--- src/rtl/dbg_pkg.sv ---
package dbg_pkg;

    // Identity word field widths; the pattern leaves the chain first.
    localparam int ID_PAT_W  = 4;
    localparam int ID_TYPE_W = 6;
    localparam int ID_VER_W  = 6;
    localparam int ID_W      = ID_PAT_W + ID_TYPE_W + ID_VER_W;

    // Synchronized debug bus lines, kept together as one bundle.
    typedef struct packed {
        logic cs;
        logic stb;
        logic frz;
        logic cmd_rst;
        logic cmd_addr;
        logic cmd_shift;
        logic cmd_exec;
        logic din;
    } dbg_in_t;

    localparam int DBG_IN_W = $bits(dbg_in_t);

    // Action decided for one strobe edge.
    typedef enum logic [2:0] {
        ACT_NONE,
        ACT_RESET,
        ACT_ADDR,
        ACT_SHIFT,
        ACT_STEP
    } act_e;

endpackage

--- src/rtl/dbg_sync.sv ---
module dbg_sync #(
    parameter int W      = 8,
    parameter int STAGES = 2
) (
    input  logic         clk,
    input  logic         rst_n,
    input  logic [W-1:0] async_i,
    output logic [W-1:0] sync_o
);

    typedef struct packed {
        logic [STAGES-1:0][W-1:0] stage;
    } sync_t;

    sync_t st_d, st_q;

    always_comb begin
        st_d = st_q;
        st_d.stage[0] = async_i;
        for (int i = 1; i < STAGES; i++) begin
            st_d.stage[i] = st_q.stage[i-1];
        end
    end

    always_ff @(posedge clk or negedge rst_n) begin
        if (!rst_n) begin
            st_q <= '0;
        end else begin
            st_q <= st_d;
        end
    end

    assign sync_o = st_q.stage[STAGES-1];

endmodule

--- src/rtl/dbg_addr_decode.sv ---
module dbg_addr_decode #(
    parameter int ADDR_BITS = 2,
    localparam int NUM_SEL  = 1 << ADDR_BITS
) (
    input  logic                 en_i,
    input  logic [ADDR_BITS-1:0] addr_i,
    output logic [NUM_SEL-1:0]   sel_o
);

    // One select per address value; index 0 is the controller's own chip.
    for (genvar g = 0; g < NUM_SEL; g++) begin : g_sel
        assign sel_o[g] = en_i && (addr_i == ADDR_BITS'(g));
    end

endmodule

--- src/rtl/dbg_scan_chain.sv ---
module dbg_scan_chain
    import dbg_pkg::*;
#(
    parameter int                   DP_BITS    = 52,
    parameter int                   SKEW_BITS  = 4,
    parameter int                   SKEW_RESET = 8,
    parameter logic [ID_PAT_W-1:0]  ID_PATTERN = 4'hA,
    parameter logic [ID_TYPE_W-1:0] ID_TYPE    = 6'h01,
    parameter logic [ID_VER_W-1:0]  ID_VERSION = 6'h01
) (
    input  logic                 clk,
    input  logic                 rst_n,
    input  act_e                 act_i,
    input  logic                 din_i,
    output logic                 tail_o,
    output logic [DP_BITS-1:0]   dp_o,
    output logic [SKEW_BITS-1:0] skew_int_o,
    output logic [SKEW_BITS-1:0] skew_ext_o
);

    localparam int CH_LEN = ID_W + DP_BITS + 2 * SKEW_BITS;
    localparam int DP_LO  = ID_W;
    localparam int INT_LO = DP_LO + DP_BITS;
    localparam int EXT_LO = INT_LO + SKEW_BITS;
    localparam logic [ID_W-1:0] ID_VALUE = {ID_VERSION, ID_TYPE, ID_PATTERN};

    typedef struct packed {
        logic [CH_LEN-1:0] chain;
    } chain_t;

    chain_t st_d, st_q;

    function automatic logic [CH_LEN-1:0] start_chain();
        logic [CH_LEN-1:0] v;
        v = '0;
        v[ID_W-1:0]              = ID_VALUE;
        v[INT_LO +: SKEW_BITS]   = SKEW_BITS'(SKEW_RESET);
        v[EXT_LO +: SKEW_BITS]   = SKEW_BITS'(SKEW_RESET);
        return v;
    endfunction

    always_comb begin
        st_d = st_q;
        unique case (act_i)
            ACT_RESET: st_d.chain = start_chain();
            ACT_ADDR:  st_d.chain[ID_W-1:0] = ID_VALUE;
            ACT_SHIFT: st_d.chain = {din_i, st_q.chain[CH_LEN-1:1]};
            default:   st_d = st_q;
        endcase
    end

    always_ff @(posedge clk or negedge rst_n) begin
        if (!rst_n) begin
            st_q.chain <= start_chain();
        end else begin
            st_q <= st_d;
        end
    end

    assign tail_o     = st_q.chain[0];
    assign dp_o       = st_q.chain[DP_LO +: DP_BITS];
    assign skew_int_o = st_q.chain[INT_LO +: SKEW_BITS];
    assign skew_ext_o = st_q.chain[EXT_LO +: SKEW_BITS];


    skew_reset_chk: assert property (@(posedge clk) disable iff (!rst_n)
        act_i == ACT_RESET |=> (skew_int_o == SKEW_BITS'(SKEW_RESET)) &&
                               (skew_ext_o == SKEW_BITS'(SKEW_RESET)) && (dp_o == '0));


    id_reload_chk: assert property (@(posedge clk) disable iff (!rst_n)
        (act_i == ACT_ADDR || act_i == ACT_RESET) |=> st_q.chain[ID_W-1:0] == ID_VALUE);


    shift_entry_chk: assert property (@(posedge clk) disable iff (!rst_n)
        act_i == ACT_SHIFT |=> st_q.chain[CH_LEN-1] == $past(din_i));


    chain_hold_chk: assert property (@(posedge clk) disable iff (!rst_n)
        (act_i == ACT_NONE || act_i == ACT_STEP) |=> $stable(st_q.chain));

endmodule

--- src/rtl/dbg_scan_ctrl.sv ---
module dbg_scan_ctrl
    import dbg_pkg::*;
#(
    parameter int                   ADDR_BITS   = 2,
    parameter int                   SYNC_STAGES = 2,
    parameter int                   DP_BITS     = 52,
    parameter int                   SKEW_BITS   = 4,
    parameter int                   SKEW_RESET  = 8,
    parameter logic [ID_PAT_W-1:0]  ID_PATTERN  = 4'hA,
    parameter logic [ID_TYPE_W-1:0] ID_TYPE     = 6'h01,
    parameter logic [ID_VER_W-1:0]  ID_VERSION  = 6'h01,
    localparam int                  NUM_SEL     = 1 << ADDR_BITS
) (
    input  logic                 clk,
    input  logic                 rst_n,
    input  logic                 dbg_cs_i,
    input  logic                 dbg_stb_i,
    input  logic                 dbg_freeze_i,
    input  logic                 dbg_rst_i,
    input  logic                 dbg_addr_i,
    input  logic                 dbg_shift_i,
    input  logic                 dbg_exec_i,
    input  logic                 dbg_din_i,
    output logic                 dbg_dout_o,
    output logic [NUM_SEL-1:0]   chip_sel_o,
    output logic                 freeze_o,
    output logic [SKEW_BITS-1:0] skew_int_o,
    output logic [SKEW_BITS-1:0] skew_ext_o,
    output logic [DP_BITS-1:0]   dp_o
);

    typedef struct packed {
        logic                 stb_prev;
        logic [ADDR_BITS-1:0] addr;
        logic                 step;
    } ctl_t;

    dbg_in_t raw, syn;
    ctl_t    st_d, st_q;
    act_e    act;
    logic    stb_edge;
    logic    self_sel;
    logic    tail;

    assign raw = '{cs:        dbg_cs_i,
                   stb:       dbg_stb_i,
                   frz:       dbg_freeze_i,
                   cmd_rst:   dbg_rst_i,
                   cmd_addr:  dbg_addr_i,
                   cmd_shift: dbg_shift_i,
                   cmd_exec:  dbg_exec_i,
                   din:       dbg_din_i};

    dbg_sync #(
        .W      (DBG_IN_W),
        .STAGES (SYNC_STAGES)
    ) i_sync (
        .clk     (clk),
        .rst_n   (rst_n),
        .async_i (raw),
        .sync_o  (syn)
    );

    always_comb begin
        st_d     = st_q;
        stb_edge = syn.stb && !st_q.stb_prev;
        self_sel = syn.cs && (st_q.addr == '0);
        act      = ACT_NONE;
        if (stb_edge && syn.cs) begin
            if (syn.cmd_rst) begin
                act = ACT_RESET;
            end else if (syn.cmd_addr) begin
                act = ACT_ADDR;
            end else if (syn.cmd_shift && self_sel) begin
                act = ACT_SHIFT;
            end else if (syn.cmd_exec && self_sel) begin
                act = ACT_STEP;
            end
        end
        st_d.stb_prev = syn.stb;
        st_d.step     = (act == ACT_STEP) && syn.frz;
        if (act == ACT_RESET) begin
            st_d.addr = '0;
        end else if (act == ACT_ADDR) begin
            st_d.addr = (st_q.addr >> 1) | (ADDR_BITS'(syn.din) << (ADDR_BITS - 1));
        end
    end

    always_ff @(posedge clk or negedge rst_n) begin
        if (!rst_n) begin
            st_q <= '0;
        end else begin
            st_q <= st_d;
        end
    end

    dbg_addr_decode #(
        .ADDR_BITS (ADDR_BITS)
    ) i_decode (
        .en_i   (syn.cs),
        .addr_i (st_q.addr),
        .sel_o  (chip_sel_o)
    );

    dbg_scan_chain #(
        .DP_BITS    (DP_BITS),
        .SKEW_BITS  (SKEW_BITS),
        .SKEW_RESET (SKEW_RESET),
        .ID_PATTERN (ID_PATTERN),
        .ID_TYPE    (ID_TYPE),
        .ID_VERSION (ID_VERSION)
    ) i_chain (
        .clk        (clk),
        .rst_n      (rst_n),
        .act_i      (act),
        .din_i      (syn.din),
        .tail_o     (tail),
        .dp_o       (dp_o),
        .skew_int_o (skew_int_o),
        .skew_ext_o (skew_ext_o)
    );

    assign dbg_dout_o = self_sel && tail;
    assign freeze_o   = syn.frz && !st_q.step;


    sel_onehot_chk: assert property (@(posedge clk) disable iff (!rst_n)
        $onehot0(chip_sel_o));


    step_pulse_chk: assert property (@(posedge clk) disable iff (!rst_n)
        st_q.step |=> !st_q.step);


    reset_priority_chk: assert property (@(posedge clk) disable iff (!rst_n)
        (stb_edge && syn.cs && syn.cmd_rst) |=> (st_q.addr == '0));


    deselect_idle_chk: assert property (@(posedge clk) disable iff (!rst_n)
        !syn.cs |-> act == ACT_NONE);

endmodule

--- config.mk ---
export PLATFORM = sky130hd
export DESIGN_NAME = dbg_scan_ctrl
export DESIGN_NICKNAME = d
export VERILOG_FILES = /design/src/rtl/dbg_pkg.sv /design/src/rtl/dbg_sync.sv /design/src/rtl/dbg_addr_decode.sv /design/src/rtl/dbg_scan_chain.sv /design/src/rtl/dbg_scan_ctrl.sv
export SDC_FILE = /design/constraint.sdc
export NUM_CORES = 1
export LEC_CHECK = 0
export ABC_AREA = 1
export BUFFER_PORTS_ARGS = -buffer_cell sky130_fd_sc_hd__buf_2
export CAP_MARGIN = 20
export CORE_MARGIN = 2
export CORE_UTILIZATION = 34
export DETAILED_ROUTE_END_ITERATION = 12
export GPL_ROUTABILITY_DRIVEN = 0
export GPL_TIMING_DRIVEN = 1
export SKIP_LAST_GASP = 1
export SYNTH_ARGS = -nofsm -noshare
export SYNTH_HDL_FRONTEND = slang
export SYNTH_SLANG_ARGS = --single-unit
export TNS_END_PERCENT = 100
--- constraint.sdc ---
create_clock -name clk -period 4.7 [get_ports clk]
set_clock_uncertainty 0.2 [all_clocks]
set_input_delay 0.235 -clock clk [delete_from_list [all_inputs] [get_ports clk]]
set_output_delay 0.235 -clock clk [all_outputs]
set_load 0.02 [all_outputs]
==> results.toml <==
[run_status]
status = "finished, final reports clean"

[critical_path]
cp-start-kind = "flop"
critPathBufInv = 2
critPathTopFamily = "simple AND/OR/NAND/NOR gates"
critPathMaxFanout = 47
cp.required_ns = 4.75
slowest_delay_ns = 0.43
r2r_cells = 6
end_kind = "flop"
path_cells = "nor2_2 > nand4_2 > inv_2 > nand3_4 > buf_12 > o21ai_0"
path_depth = 6
path_class = "flop to flop"
cpMaxStageDelayCell = "dfrtp_1"
arrival_ns = 2.08

[die]
fp.dieArea_mm2 = 0.01355
start_util_pct = 34.47
io_pins = 76
dieHeight_um = 116.4
die_w_um = 116.4
core_area_mm2 = 0.01247
num_rows = 41

[finish]
drive_above_1_share_pct = 32.10
fin_nets = 466
fin_util_pct = 38.10
layout_commonest_cell = "dfrtp_1"
final_cells = 633
num_antenna_cells = 0
layout_common_cells = "dfrtp_1 (90), inv_1 (80), nand2_1 (76), buf_2 (74), o21ai_2 (40)"
multi_input_area_um2 = 980.9
fillers = 1267
stdcell_area_mm2 = 0.004750
regArea_mm2 = 0.002410
area_delta_synth_final_pct = 10.54

[timing]
rsz0062_at_grt = "false"
finalHoldViolCount = 0
timing.hold.ws_ns = 0.1485
slew_headroom_pct = 51.64
max_freq_mhz = 492.2
setup_viol = 0
min_period_ns = 2.032
final.setup.tns_ns = 0
slew_viol_final = 0
worst_slew_pin_slew_ns = 0.7254
fin_crit_sh_pct = 43.23
worst_slack_ns = 2.668

[logic_synthesis]
yosys_warnings = 0
syn_inst = 434
synth_area_mm2 = 0.004297
yosysUniqueCellTypes = 23
avgSynthCellArea_um2 = 9.900
syn_nets = 444
ys_ff_latch = 96
ys_seq_area_share_pct = 56.09

[global_routing]
grt_overflow = 0
grt_pass1_wl_mm = 11.58
grt_antenna_before_repair = 0
grt_pass1_vias = 2390
grt_max_degree = 77
grtUsageTotal_pct = 10.93

[placed_design]
place_area_mm2 = 0.004299
io_buffers = 75
dpl.hpwl_mm = 4.603
dp_cells = 606
place_ws_ns = 2.260

[min_path]
min_path_type = "flop to flop"
hold_depth = 0

[clock_network]
cts_tree = "built"
cts_made_buffers = 9
cts_hold_buf = 9
clk_pin_slew_worst_paths_ns = 0.06
cts_sinks = 96
cts_buffer_depth = 2
worstSkewPairLatency_ns = 0.33
cts_max_level = 3
cts-root-buf = "clkbuf_16"
cts_setup_buffers = 0
cts.repair.resized = 0

[detailed_routing]
drt_wl_total_mm = 6.929
wl_met2_mm = 3.182
wirelength_met1_mm = 3.256
routed-via-count = 2595
drcViolationCount = 0
vias_per_cell = 4.100
ant_nets = 0
drt_iter0_markers = 92
top_layer = "met4"
dr_wl_met3_um = 390
wl_per_cell_um = 10.95
drt_pass1_iterations = 4

[pwr]
fin_total_pwr_mw = 1.712
p_leak_nw = 2.295
powerDensity_mw_per_mm2 = 360.4
ir_drop_mv = 0.1266

[job]
cap_violations = 0
-- final cells by class --
class	instances	share of cell area [%]
flip-flops and latches	96	50.74
multi-input cells	180	20.65
repair buffers	87	10.85
inverters	82	6.480
clock buffers	9	4.742
well taps	172	4.531
clock inverters	7	2.002
-- worst reg2reg max path, delay by kind of cell (launching register included) --
kind | cells | cell delay [ns]
compound gates | 1 | 0.22
flops | 1 | 0.43
buf+inv | 2 | 0.43
simple gates | 3 | 0.66
-- worst paths after layout --
path / from / end / slack, ns
min reg2reg: i_sync.st_d[11] / i_sync.sync_o[3] / 0.15
max reg2reg: st_q[2] / i_chain.st_q[21] / 2.67
max: st_q[2] / i_chain.st_q[21] / 2.67
min: i_sync.st_d[11] / i_sync.sync_o[3] / 0.15
max in group asynchronous: rst_n / i_chain.st_q[53] / 3.00
min in group asynchronous: rst_n / i_chain.st_q[17] / 0.19
-- synth_stat cells, drive strengths merged --
master  count  area (µm²)
nand4       3       25.02
nand3       7       47.55
clkbuf      3       11.26
o21ai      71       516.8
inv        82       307.8
buf        73       586.8
nand2      78       297.8
nor3        4       20.02
dfstp       6       157.7
a21oi       6       30.03
nor2       11       43.80
dfrtp      90        2252
-- kinds of logic after synthesis --
| logic type | Yosys count | synth area share (%) |
|---|---|---|
| AO/OA/AOI/OAI | 77 | 12.73 |
| buffers and inverters | 158 | 21.08 |
| AND/OR/NAND/NOR | 103 | 10.10 |
| flip-flops | 96 | 56.09 |
-- per-layer routing --
metal,GRT usage (%),up-vias
met3,3.840,9
met1,14.47,1238
met5,0,-
met4,4.048,0
met2,16.59,48
li1,-,1300
-- power breakdown --
group	internal [mW]	switching [mW]	total [mW]
Clock	0.467	0.306	0.773
Combinational	0.0250	0.0565	0.0815
Sequential	0.847	0.0108	0.858
Total	1.34	0.373	1.71
-- flip-flops by register name (all words and copies together), names as in the netlist --
| name | flops |
|---|---|
| i_chain.st_q | 76 |
| i_sync.st_d | 8 |
| i_sync.sync_o | 8 |
| st_q | 4 |
(Power assumes the default switching activity.)
